`config.mk`:
```
export PLATFORM = sky130hd
export DESIGN_NAME = bcd_calendar_clock
export DESIGN_NICKNAME = d
export VERILOG_FILES = /design/src/rtl/cal_pkg.sv /design/src/rtl/cal_time_counter.sv /design/src/rtl/cal_update_seq.sv /design/src/rtl/cal_field_codec.sv /design/src/rtl/bcd_calendar_clock.sv
export SDC_FILE = /design/constraint.sdc
export NUM_CORES = 1
export LEC_CHECK = 0
export ABC_AREA = 1
export ABC_CLOCK_PERIOD_IN_PS = 8300
export BUFFER_PORTS_ARGS = -buffer_cell sky130_fd_sc_hd__buf_2
export CORE_MARGIN = 2
export CORE_UTILIZATION = 60
export CTS_CLUSTER_SIZE = 14
export DETAILED_ROUTE_END_ITERATION = 10
export HOLD_SLACK_MARGIN = 0.12
export MAX_ROUTING_LAYER = met4
export PLACE_DENSITY_LB_ADDON = 0.1
export SLEW_MARGIN = 10
export SYNTH_ARGS = -nofsm -noshare
export SYNTH_HDL_FRONTEND = slang
export SYNTH_SLANG_ARGS = --single-unit
```
`constraint.sdc`:
```
create_clock -name clk -period 8.3 [get_ports clk]
set_clock_uncertainty 0.05 [all_clocks]
set_input_delay 1.66 -clock clk [delete_from_list [all_inputs] [get_ports clk]]
set_output_delay 1.66 -clock clk [all_outputs]
set_load 0.03 [all_outputs]
```
`src/rtl/cal_pkg.sv`:
```
package cal_pkg;

   localparam int NUM_FIELDS = 7;
   localparam int FIELD_W    = 8;
   localparam int F_SEC      = 0;
   localparam int F_MIN      = 1;
   localparam int F_HOUR     = 2;
   localparam int F_WDAY     = 3;
   localparam int F_MDAY     = 4;
   localparam int F_MON      = 5;
   localparam int F_YEAR     = 6;

   // running time, always binary
   typedef struct packed {
      logic [6:0] year;   // 0..99 past the base year
      logic [3:0] mon;    // 1..12
      logic [4:0] mday;   // 1..31
      logic [2:0] wday;   // 1..7
      logic [4:0] hour;   // 0..23
      logic [5:0] min;    // 0..59
      logic [5:0] sec;    // 0..59
   } cal_time_t;

   function automatic logic [7:0] pack_field(input logic [6:0] v, input logic bin_sel);
      logic [6:0] tens;
      logic [6:0] units;
      tens  = v / 7'd10;
      units = v % 7'd10;
      return bin_sel ? {1'b0, v} : {tens[3:0], units[3:0]};
   endfunction

   function automatic logic [7:0] unpack_field(input logic [7:0] b, input logic bin_sel);
      logic [7:0] hi;
      logic [7:0] lo;
      hi = {4'd0, b[7:4]};
      lo = {4'd0, b[3:0]};
      return bin_sel ? b : (hi * 8'd10 + lo);
   endfunction

   function automatic logic leap_year(input logic [11:0] y);
      return ((y % 12'd4) == 12'd0) &&
             (((y % 12'd100) != 12'd0) || ((y % 12'd400) == 12'd0));
   endfunction

   function automatic logic [4:0] month_days(input logic [3:0] mon, input logic leap);
      case (mon)
         4'd2:                    return leap ? 5'd29 : 5'd28;
         4'd4, 4'd6, 4'd9, 4'd11: return 5'd30;
         default:                 return 5'd31;
      endcase
   endfunction

endpackage

```
`src/rtl/cal_time_counter.sv`:
```
module cal_time_counter
   import cal_pkg::*;
#(
   parameter int BASE_YEAR = 2000
) (
   input  logic      clk,
   input  logic      rst_n,
   input  logic      load,
   input  cal_time_t load_val,
   input  logic      advance,
   output cal_time_t cur
);

   localparam logic [11:0] BASE = 12'(BASE_YEAR);

   cal_time_t   nxt;
   logic [11:0] full_year;
   logic [4:0]  dim;
   logic [6:0]  sec_p;
   logic [6:0]  min_p;
   logic [5:0]  hour_p;
   logic [5:0]  mday_p;

   always_comb begin
      full_year = BASE + {5'd0, cur.year};
      dim       = month_days(cur.mon, leap_year(full_year));
      sec_p     = {1'b0, cur.sec} + 7'd1;
      min_p     = {1'b0, cur.min} + 7'd1;
      hour_p    = {1'b0, cur.hour} + 6'd1;
      mday_p    = {1'b0, cur.mday} + 6'd1;
      nxt       = cur;
      if (sec_p >= 7'd60) begin
         nxt.sec = '0;
         if (min_p >= 7'd60) begin
            nxt.min = '0;
            if (hour_p >= 6'd24) begin
               nxt.hour = '0;
               nxt.wday = (cur.wday >= 3'd7) ? 3'd1 : cur.wday + 3'd1;
               if (mday_p > {1'b0, dim}) begin
                  nxt.mday = 5'd1;
                  if (cur.mon >= 4'd12) begin
                     nxt.mon  = 4'd1;
                     nxt.year = (cur.year >= 7'd99) ? 7'd0 : cur.year + 7'd1;
                  end else begin
                     nxt.mon = cur.mon + 4'd1;
                  end
               end else begin
                  nxt.mday = mday_p[4:0];
               end
            end else begin
               nxt.hour = hour_p[4:0];
            end
         end else begin
            nxt.min = min_p[5:0];
         end
      end else begin
         nxt.sec = sec_p[5:0];
      end
   end

   always_ff @(posedge clk) begin
      if (!rst_n) begin
         cur <= '{year: 7'd0, mon: 4'd1, mday: 5'd1, wday: 3'd1,
                  hour: 5'd0, min: 6'd0, sec: 6'd0};
      end else if (load) begin
         cur <= load_val;
      end else if (advance) begin
         cur <= nxt;
      end
   end

endmodule

```
`src/rtl/cal_update_seq.sv`:
```
module cal_update_seq #(
   parameter int UIP_CYCLES = 8
) (
   input  logic clk,
   input  logic rst_n,
   input  logic start,
   input  logic osc_tick,
   input  logic set_mode,
   output logic busy,
   output logic uip,
   output logic done
);

   localparam int            CW   = (UIP_CYCLES > 1) ? $clog2(UIP_CYCLES) : 1;
   localparam logic [CW-1:0] LAST = CW'(UIP_CYCLES - 1);

   logic [CW-1:0] cnt;
   logic          closing;

   assign closing = busy && osc_tick && (cnt == LAST);

   always_ff @(posedge clk) begin
      if (!rst_n) begin
         busy <= 1'b0;
         cnt  <= '0;
         done <= 1'b0;
      end else begin
         done <= 1'b0;
         if (start) begin
            busy <= 1'b1;
            cnt  <= '0;
         end else if (closing) begin
            busy <= 1'b0;
            done <= 1'b1;
         end else if (busy && osc_tick) begin
            cnt <= cnt + 1'b1;
         end
      end
   end

   always_ff @(posedge clk) begin
      if (!rst_n) begin
         uip <= 1'b0;
      end else if (set_mode) begin
         uip <= 1'b0;
      end else if (start) begin
         uip <= 1'b1;
      end else if (closing) begin
         uip <= 1'b0;
      end
   end

endmodule

```
`src/rtl/cal_field_codec.sv`:
```
module cal_field_codec
   import cal_pkg::*;
(
   input  cal_time_t                           cur,
   input  logic [NUM_FIELDS-1:0][FIELD_W-1:0]  vis,
   input  logic                                bin_sel,
   input  logic                                hr24_sel,
   output logic [NUM_FIELDS-1:0][FIELD_W-1:0]  enc,
   output cal_time_t                           dec
);

   logic [6:0] plain [NUM_FIELDS];

   always_comb begin
      plain[F_SEC]  = {1'b0, cur.sec};
      plain[F_MIN]  = {1'b0, cur.min};
      plain[F_HOUR] = {2'b0, cur.hour};
      plain[F_WDAY] = {4'b0, cur.wday};
      plain[F_MDAY] = {2'b0, cur.mday};
      plain[F_MON]  = {3'b0, cur.mon};
      plain[F_YEAR] = cur.year;
   end

   // encoder: the hour field gets the 12/24-hour variant, others plain
   for (genvar i = 0; i < NUM_FIELDS; i++) begin : g_enc
      if (i == F_HOUR) begin : g_hour
         logic [6:0] h_mod;
         logic [6:0] h12;
         logic       pm;
         always_comb begin
            h_mod = plain[i] % 7'd12;
            h12   = (h_mod == 7'd0) ? 7'd12 : h_mod;
            pm    = plain[i] >= 7'd12;
         end
         assign enc[i] = hr24_sel ? pack_field(plain[i], bin_sel)
                                  : (pack_field(h12, bin_sel) | {pm, 7'd0});
      end else begin : g_plain
         assign enc[i] = pack_field(plain[i], bin_sel);
      end
   end

   // decoder: visible bytes back to binary running time
   logic [7:0] hr_raw;
   logic [7:0] hr_12;

   always_comb begin
      hr_raw   = unpack_field({1'b0, vis[F_HOUR][6:0]}, bin_sel);
      hr_12    = (hr_raw % 8'd12) + (vis[F_HOUR][7] ? 8'd12 : 8'd0);
      dec.sec  = 6'(unpack_field(vis[F_SEC], bin_sel));
      dec.min  = 6'(unpack_field(vis[F_MIN], bin_sel));
      dec.hour = hr24_sel ? 5'(hr_raw) : 5'(hr_12);
      dec.wday = 3'(unpack_field(vis[F_WDAY], bin_sel));
      dec.mday = 5'(unpack_field(vis[F_MDAY], bin_sel));
      dec.mon  = 4'(unpack_field(vis[F_MON], bin_sel));
      dec.year = 7'(unpack_field(vis[F_YEAR], bin_sel));
   end

endmodule

```
`src/rtl/bcd_calendar_clock.sv`:
```
module bcd_calendar_clock
   import cal_pkg::*;
#(
   parameter int         BASE_YEAR  = 2000,
   parameter int         UIP_CYCLES = 8,
   parameter logic [2:0] RUN_CODE   = 3'b010
) (
   input  logic                          clk,
   input  logic                          rst_n,
   input  logic                          sec_tick,
   input  logic                          osc_tick,
   input  logic [2:0]                    osc_sel,
   input  logic                          set_mode,
   input  logic                          bin_mode,
   input  logic                          hr24_mode,
   input  logic                          wr_en,
   input  logic [2:0]                    wr_field,
   input  logic [7:0]                    wr_data,
   output logic [NUM_FIELDS*FIELD_W-1:0] time_regs,
   output logic                          update_busy,
   output logic                          update_done
);

   localparam int SEL_W = $clog2(NUM_FIELDS);

   if (UIP_CYCLES < 1) begin : g_bad_window
      $error("UIP_CYCLES must be at least 1");
   end
   if (BASE_YEAR < 0 || BASE_YEAR > 3996) begin : g_bad_base
      $error("BASE_YEAR out of the supported range");
   end
   if (SEL_W != 3) begin : g_bad_sel
      $error("field select width must be 3");
   end

   logic [NUM_FIELDS-1:0][FIELD_W-1:0] vis;
   logic [NUM_FIELDS-1:0][FIELD_W-1:0] enc;
   cal_time_t cur_time;
   cal_time_t dec_time;
   logic      seq_busy;
   logic      accept;
   logic      load_pend;
   logic      set_q;
   logic      bin_q;
   logic      hr24_q;
   logic      mode_chg;

   assign accept   = sec_tick && (osc_sel == RUN_CODE) && !seq_busy;
   assign mode_chg = (bin_mode != bin_q) || (hr24_mode != hr24_q);

   cal_time_counter #(.BASE_YEAR(BASE_YEAR)) i_counter (
      .clk      (clk),
      .rst_n    (rst_n),
      .load     (load_pend),
      .load_val (dec_time),
      .advance  (accept),
      .cur      (cur_time)
   );

   cal_update_seq #(.UIP_CYCLES(UIP_CYCLES)) i_seq (
      .clk      (clk),
      .rst_n    (rst_n),
      .start    (accept),
      .osc_tick (osc_tick),
      .set_mode (set_mode),
      .busy     (seq_busy),
      .uip      (update_busy),
      .done     (update_done)
   );

   cal_field_codec i_codec (
      .cur      (cur_time),
      .vis      (vis),
      .bin_sel  (bin_mode),
      .hr24_sel (hr24_mode),
      .enc      (enc),
      .dec      (dec_time)
   );

   always_ff @(posedge clk) begin
      if (!rst_n) begin
         set_q     <= 1'b0;
         bin_q     <= 1'b0;
         hr24_q    <= 1'b1;
         load_pend <= 1'b0;
      end else begin
         set_q     <= set_mode;
         bin_q     <= bin_mode;
         hr24_q    <= hr24_mode;
         load_pend <= (wr_en && !set_mode) || (set_q && !set_mode);
      end
   end

   always_ff @(posedge clk) begin
      if (!rst_n) begin
         for (int i = 0; i < NUM_FIELDS; i++) begin
            vis[i] <= ((i == F_WDAY) || (i == F_MDAY) || (i == F_MON)) ? 8'h01 : 8'h00;
         end
      end else begin
         for (int i = 0; i < NUM_FIELDS; i++) begin
            if (wr_en && (wr_field == SEL_W'(i))) begin
               vis[i] <= wr_data;
            end else if (!set_mode && (update_done || mode_chg)) begin
               vis[i] <= enc[i];
            end
         end
      end
   end

   assign time_regs = vis;

endmodule

```
==> run metrics, run 1 <==
syn_nets 1525; post-CTS setup-driven buffer insertion count 0; share of post-route cells with drive strength above 1 between 10% and 20%; number of pins with negative max-slew slack in the final report 0; total of endpoints with negative setup slack in the final report 0; unrepaired setup endpoints after global routing no; WHS Endpoint time_regs[31]; die outline width around 130 um; CTS clock-pin slew for the worst setup and hold paths around 0.07 ns; total die area 16600 um^2; clock tree from TritonCTS yes; global route overflow 0; number of clock sinks seen by CTS 102; Tcrit/Tclk final approximately 84%; Initial Util around 61%; worst vdd ir roughly 0.00011 V; post-synthesis cell count around 1400; fraction of registers with async set or reset after synthesis 0%; CTS Root Cell clkbuf_16; slowest stage cell on the critical path dfxtp_1; most common cell after layout, fill and taps aside nand2_1; total CTS buffers 9; pin count of the biggest net entering global routing between 60 and 70; half-perimeter wire length after placement between 15000 and 20000 um; commonest non-fill, non-tap cells in the layout nand2_1 (313), inv_1 (178), nor2_1 (129); Resized cells post-CTS 0; kind of critical path reg -> reg; number of H-tree levels 3; final design instance area without fill approximately 10000 um^2; total routing usage reported by global routing ~32%; end-of-flow core utilization 67.3%; total power after layout 0.00134 W; total via count after detailed routing 9684; uppermost signal routing layer after detailed routing met4; CP dominant cell by count nand2_1; transition time at the pin with the least slew margin slightly below 1 ns; insertion delay to the later sink of the worst-skew pair around 0.35 ns; count of hold buffers inserted by post-cts repair 0; number of flip-flops under the largest register name 56; fraction of power consumed by combinational cells 18.8%; Sequential Power Share around two fifths; clock period minus final worst setup slack slightly below 7 ns; Reg2Reg Setup Slack 1.36 ns; max-cap viol count 0; leakage dissipation between 4 and 5 nW; input/output buffers 79; cell type with the largest total area after synthesis dfxtp_1; Clock power frac 41.6%; Largest stage delay, worst path 0.74 ns; largest buffer count on any clock path 2; via count of the first global-routing pass between 8000 and 9000; Starting DRT DRC Count about 730; wirelength, routed between 20000 and 30000 um; global-route wire length before repair about 42000 um; detailed-routed wire length on met3 ~1900 um; launch instance of the worst register-to-register path i_counter.cur[33]; Nets about 1600; final antenna-violating net count 0; Syn-to-layout area delta 9.55%; top_reg_cell synth dfxtp_1; endpoint of the worst register-to-register path i_counter.cur[29]; internal power contribution ~0.00095 W; Crit path required time between 8 and 9 ns; boundary pin count 80; Worst Path Max Fanout 14; via count normalized by instance count 5.84; maximum clock rate between 0.1 and 0.15 GHz; Max-Slew Margin vs Limit between 30% and 40%; Worst R2R Path Depth 48; Min-Delay Path Depth 2; area share of the largest cell type after synthesis between 20 and 25%; count of different cell masters after synthesis between 50 and 60; Core Rows between 40 and 50; Metal-1 WL 11700 um; weighted congestion reported at the end of routability-driven placement around 0.9; Mapped Area about 9300 um^2; DRT Pass-1 Iters 7; remaining design rule violation count 0; number of enable flip-flop cells after synthesis 0; Placement Cell Area approximately 9800 um^2; portion of the post-synthesis area used by sequential elements a little over a fifth; core area between 15000 and 20000 um^2; power density normalized to cell area between 100 and 150 nW/um^2; startpoint of the lowest-slack hold path time_regs[31]; top post-synthesis cells by area dfxtp_1 (22%), nand2_1 (13%), ha_1 (11%); initial antenna violation count 0; Data arrival, critical path between 7 and 8 ns; post-detailed-route wirelength per cell about 16 um; routed length on met2 approximately 12000 um; Net Sw Frac between 20% and 30%; Critical Path Source Type flip-flop; result of the run completed; Syn Area/Cell roughly 6.6 um^2; Setup Total Neg Slack 0 ns; final hold violation count 0; type of the worst min-delay path reg -> reg; reported net switching power about 0.00040 W; Yosys Warn Count 0; antenna fix cells 0; Synth Register Bits between 100 and 150; Die Height between 100 and 150 um; critical path capture point type flip-flop
[critical path: cells and delay by family (launching register included)]
kind | cells | cell delay [ns]
adder cells (fa/ha/maj) | 4 | 1.05
buffers and inverters | 7 | 0.85
AO/OA/AOI/OAI | 4 | 0.79
AND/OR/NAND/NOR | 33 | 3.28
flip-flops | 1 | 0.74
[how the worst max path moves through the flow]
stage / startpoint / end / cells past startpoint
after floorplan: i_counter.cur[34] / i_counter.cur[29] / 50
after detailed placement: i_counter.cur[33] / i_counter.cur[29] / 48
after global placement: i_counter.cur[33] / i_counter.cur[29] / 48
after global routing: i_counter.cur[33] / i_counter.cur[29] / 52
final: i_counter.cur[33] / i_counter.cur[29] / 48
after CTS: i_counter.cur[33] / i_counter.cur[29] / 48
[synth_stat cells (4+ instances only)]
cell	number
clkbuf_1	35
fa_1	8
o221ai_1	8
clkinv_1	6
a31oi_1	45
nand2_4	9
o21ai_1	6
xor2_1	39
a21oi_1	82
o211ai_1	17
ha_1	83
dfxtp_1	102
nand2_2	20
nand2_1	313
nor2_1	129
o22ai_1	10
o31ai_1	6
a221oi_1	8
nand4_1	23
nand3_2	4
inv_1	178
o2111ai_1	5
a211oi_1	12
o21ai_0	112
or2_2	8
nor3_1	11
inv_2	9
xnor2_1	24
nand3_1	50
[metal layers]
metal	GRT usage (%)	vias up
li1	-	4834
met4	9.27	0
met2	51.2	382
met3	3.24	50
met1	43.3	4418
met5	-	-
[layout make-up]
cell class              instances  area (um^2)
multi-input cells            1075         6400
fillers                      1413         4970
flip-flops and latches        102         2040
inverters                     195          737
repair buffers                 83          425
well taps                     188          235
clock buffers                   9          225
clock inverters                 7          168
[cell families after synthesis]
kind of cell / synth area share [%]
DFF: 21.9
buffers and inverters: 9.62
and+or+nand+nor: 28.0
AOI/OAI and AO/OA: 21.3
adders and majority gates: 12.8
xor gates and xnor gates: 5.91
muxes: 0.455
[power by group through the flow]
stage | logic, W | clock network (W) | registers (W)
2_1_floorplan | 0.000152 | 0 | 0.000562
3_3_place_gp | 0.000243 | 0 | 0.000541
3_5_place_dp | 0.000247 | 0 | 0.000541
4_1_cts | 0.000249 | 0.000558 | 0.000530
5_1_grt | 0.000279 | 0.000579 | 0.000533
6_report | 0.000252 | 0.000558 | 0.000531
[through the flow]
step	worst slack (ns)	hold slack (ns)	std cells
floorplan	2.60	0.375	1412
global placement	1.70	0.386	1643
detailed placement	1.42	0.409	1643
CTS	1.42	0.420	1659
global route	0.489	0.433	1659
finish	1.36	0.417	1659
Note: power is estimated with default switching activity, not from simulation.
==> inputs of run 2 (changes only) <==
ABC_CLOCK_PERIOD_IN_PS = 6900   (was 8300)
clock period = 6.9 ns   (was 8.3 ns; I/O delays follow)
==> run metrics, run 2 (synthesis results as in run 1) <==
endpoint of the worst register-to-register path i_counter.cur[29] (unchanged); Core Rows 45 (unchanged); Data arrival, critical path 6.30 ns (was 7.11 ns); antenna fix cells 0 (unchanged); worst vdd ir 0.000185 V (was 0.000108 V); Crit path required time 7.07 ns (was 8.47 ns); remaining design rule violation count 0 (unchanged); total die area 16600 um^2 (unchanged); critical path capture point type flip-flop (unchanged); global route overflow 0 (unchanged); clock tree from TritonCTS yes (unchanged); boundary pin count 80 (unchanged); Buffers & Inverters on Critical Path 4 (was 7); Die Height 129 um (unchanged); Nets 1582 (was 1579); total of endpoints with negative setup slack in the final report 0 (unchanged); core area 15200 um^2 (unchanged); slowest stage cell on the critical path xnor2_1 (was dfxtp_1); total routing usage reported by global routing 32.6% (was 32.1%); count of hold buffers inserted by post-cts repair 0 (unchanged); CP dominant cell by count nand2_1 (unchanged); result of the run completed (unchanged); launch instance of the worst register-to-register path i_counter.cur[34] (was i_counter.cur[33]); clock period minus final worst setup slack 6.13 ns (was 6.94 ns); worst setup path startpoint i_counter.cur[34] (was i_counter.cur[33]); via count of the first global-routing pass 8642 (was 8529); CTS clock-pin slew for the worst setup and hold paths 0.07 ns (about the same); Sequential Area 2040 um^2 (about the same); most common cell after layout, fill and taps aside nand2_1 (unchanged); Worst R2R Path Depth 45 (was 48); Worst Path Max Fanout 9 (was 14); worst setup slack after layout 0.766 ns (was 1.36 ns); max-cap viol count 0 (unchanged); via count normalized by instance count 5.80 (was 5.84); kind of critical path reg -> reg (unchanged); weighted congestion reported at the end of routability-driven placement 0.926 (was 0.921); Critical Path Source Type flip-flop (unchanged); depth of the critical timing path with buffers and inverters included 45 (was 48); number of clock sinks seen by CTS 102 (unchanged); filler cell count 1381 (was 1413); Reg2Reg Setup Slack 0.77 ns (was 1.36 ns); Tcrit/Tclk final 88.9% (was 83.6%); CTS Root Cell clkbuf_16 (unchanged); dominant delay contributor by cell family on the critical path simple AND/OR/NAND/NOR gates (unchanged); global-route wire length before repair 42200 um (was 42000 um); share of post-route cells with drive strength above 1 12.0% (was 11.6%); initial antenna violation count 0 (unchanged); wirelength, routed 25900 um (was 26100 um); commonest non-fill, non-tap cells in the layout nand2_1 (313), inv_1 (177), nor2_1 (126) (was nand2_1 (313), inv_1 (178), nor2_1 (129)); half-perimeter wire length after placement 19300 um (was 19000 um); pin count of the biggest net entering global routing 53 (was 63); die outline width 129 um (unchanged); unrepaired setup endpoints after global routing no (unchanged); input/output buffers 79 (unchanged); Initial Util 61.4% (unchanged); final antenna-violating net count 0 (unchanged); largest buffer count on any clock path 2 (unchanged); worst slack, placed 0.279 ns (was 1.42 ns); Starting DRT DRC Count 796 (was 731); DRT Pass-1 Iters 5 (was 7); final hold violation count 0 (unchanged); number of pins with negative max-slew slack in the final report 0 (unchanged); type of the worst min-delay path reg -> reg (unchanged); number of H-tree levels 3 (unchanged); Max-Slew Margin vs Limit 38.3% (was 34.2%); Largest stage delay, worst path 0.38 ns (was 0.74 ns); Min-Delay Path Depth 2 (unchanged); startpoint of the lowest-slack hold path set_q (was time_regs[31]); number of flip-flops under the largest register name 56 (unchanged); Syn-to-layout area delta 9.08% (was 9.55%); transition time at the pin with the least slew margin 0.925 ns (was 0.985 ns); total CTS buffers 9 (unchanged); Setup Total Neg Slack 0 ns (unchanged); power density normalized to cell area 147 nW/um^2 (was 131 nW/um^2); leakage dissipation 4.71 nW (was 4.74 nW); post-detailed-route wirelength per cell 15.6 um (was 15.7 um); area of the multi-input gates 6410 um^2 (was 6400 um^2); total via count after detailed routing 9636 (was 9684); WHS Endpoint load_pend (was time_regs[31]); maximum clock rate 0.163 GHz (was 0.144 GHz); insertion delay to the later sink of the worst-skew pair 0.36 ns (was 0.35 ns)
## run 2: cell type report
cell class / instances / area share (%)
clock inverter: 5 / 0.823
clock buffer: 10 / 2.25
inverter: 195 / 7.23
timing repair buffer: 86 / 4.40
multi-input combinational: 1075 / 62.9
sequential: 102 / 20.1
tap: 188 / 2.31
## run 2: worst min-delay path: cells and delay by family (launching register included)
kind | cells | cell delay, ns
simple gates | 2 | 0.11
flops | 1 | 0.31
## run 2: how the worst max path moves through the flow
stage                         to  slack [ns]
2_1_floorplan  i_counter.cur[29]        1.20
3_3_place_gp   i_counter.cur[29]        0.61
3_5_place_dp   i_counter.cur[29]        0.28
4_1_cts        i_counter.cur[29]        0.29
5_1_grt        i_counter.cur[29]       0.008
6_report       i_counter.cur[29]        0.77
## run 2: what timing repair did
action	4_1_cts	5_1_grt
endpoints found under the setup margin	0	7
gates resized for setup	0	6
setup buffers	0	0
## run 2: metal layers
layer	global-route usage [%]	part of all wire [%]	up-vias
met5	-	0	-
met4	10.9	2.7	0
met3	4.37	6.8	52
met2	50.9	45	320
met1	43.8	46	4428
li1	-	-	4836
## run 2: where the power goes
| group | leakage [nW] | internal [W] | total [W] | switching [W] |
|---|---|---|---|---|
| logic | 3.73 | 0.0000964 | 0.000303 | 0.000206 |
| registers | 0.830 | 0.000611 | 0.000638 | 0.0000275 |
| clock network | 0.145 | 0.000318 | 0.000554 | 0.000236 |
| total | 4.71 | 0.00102 | 0.00149 | 0.000470 |
## run 2: per-stage QoR
stage	hold slack [ns]	total power [W]	instances	utilization [%]	instance area, um^2
finish	0.409	0.00149	1661	67.0	10200
global route	0.437	0.00156	1661	67.0	10200
CTS	0.413	0.00150	1661	66.9	10200
detailed placement	0.398	0.000949	1646	64.9	9860
global placement	0.385	0.000945	1646	64.9	9860
floorplan	0.375	0.000859	1412	-	9340
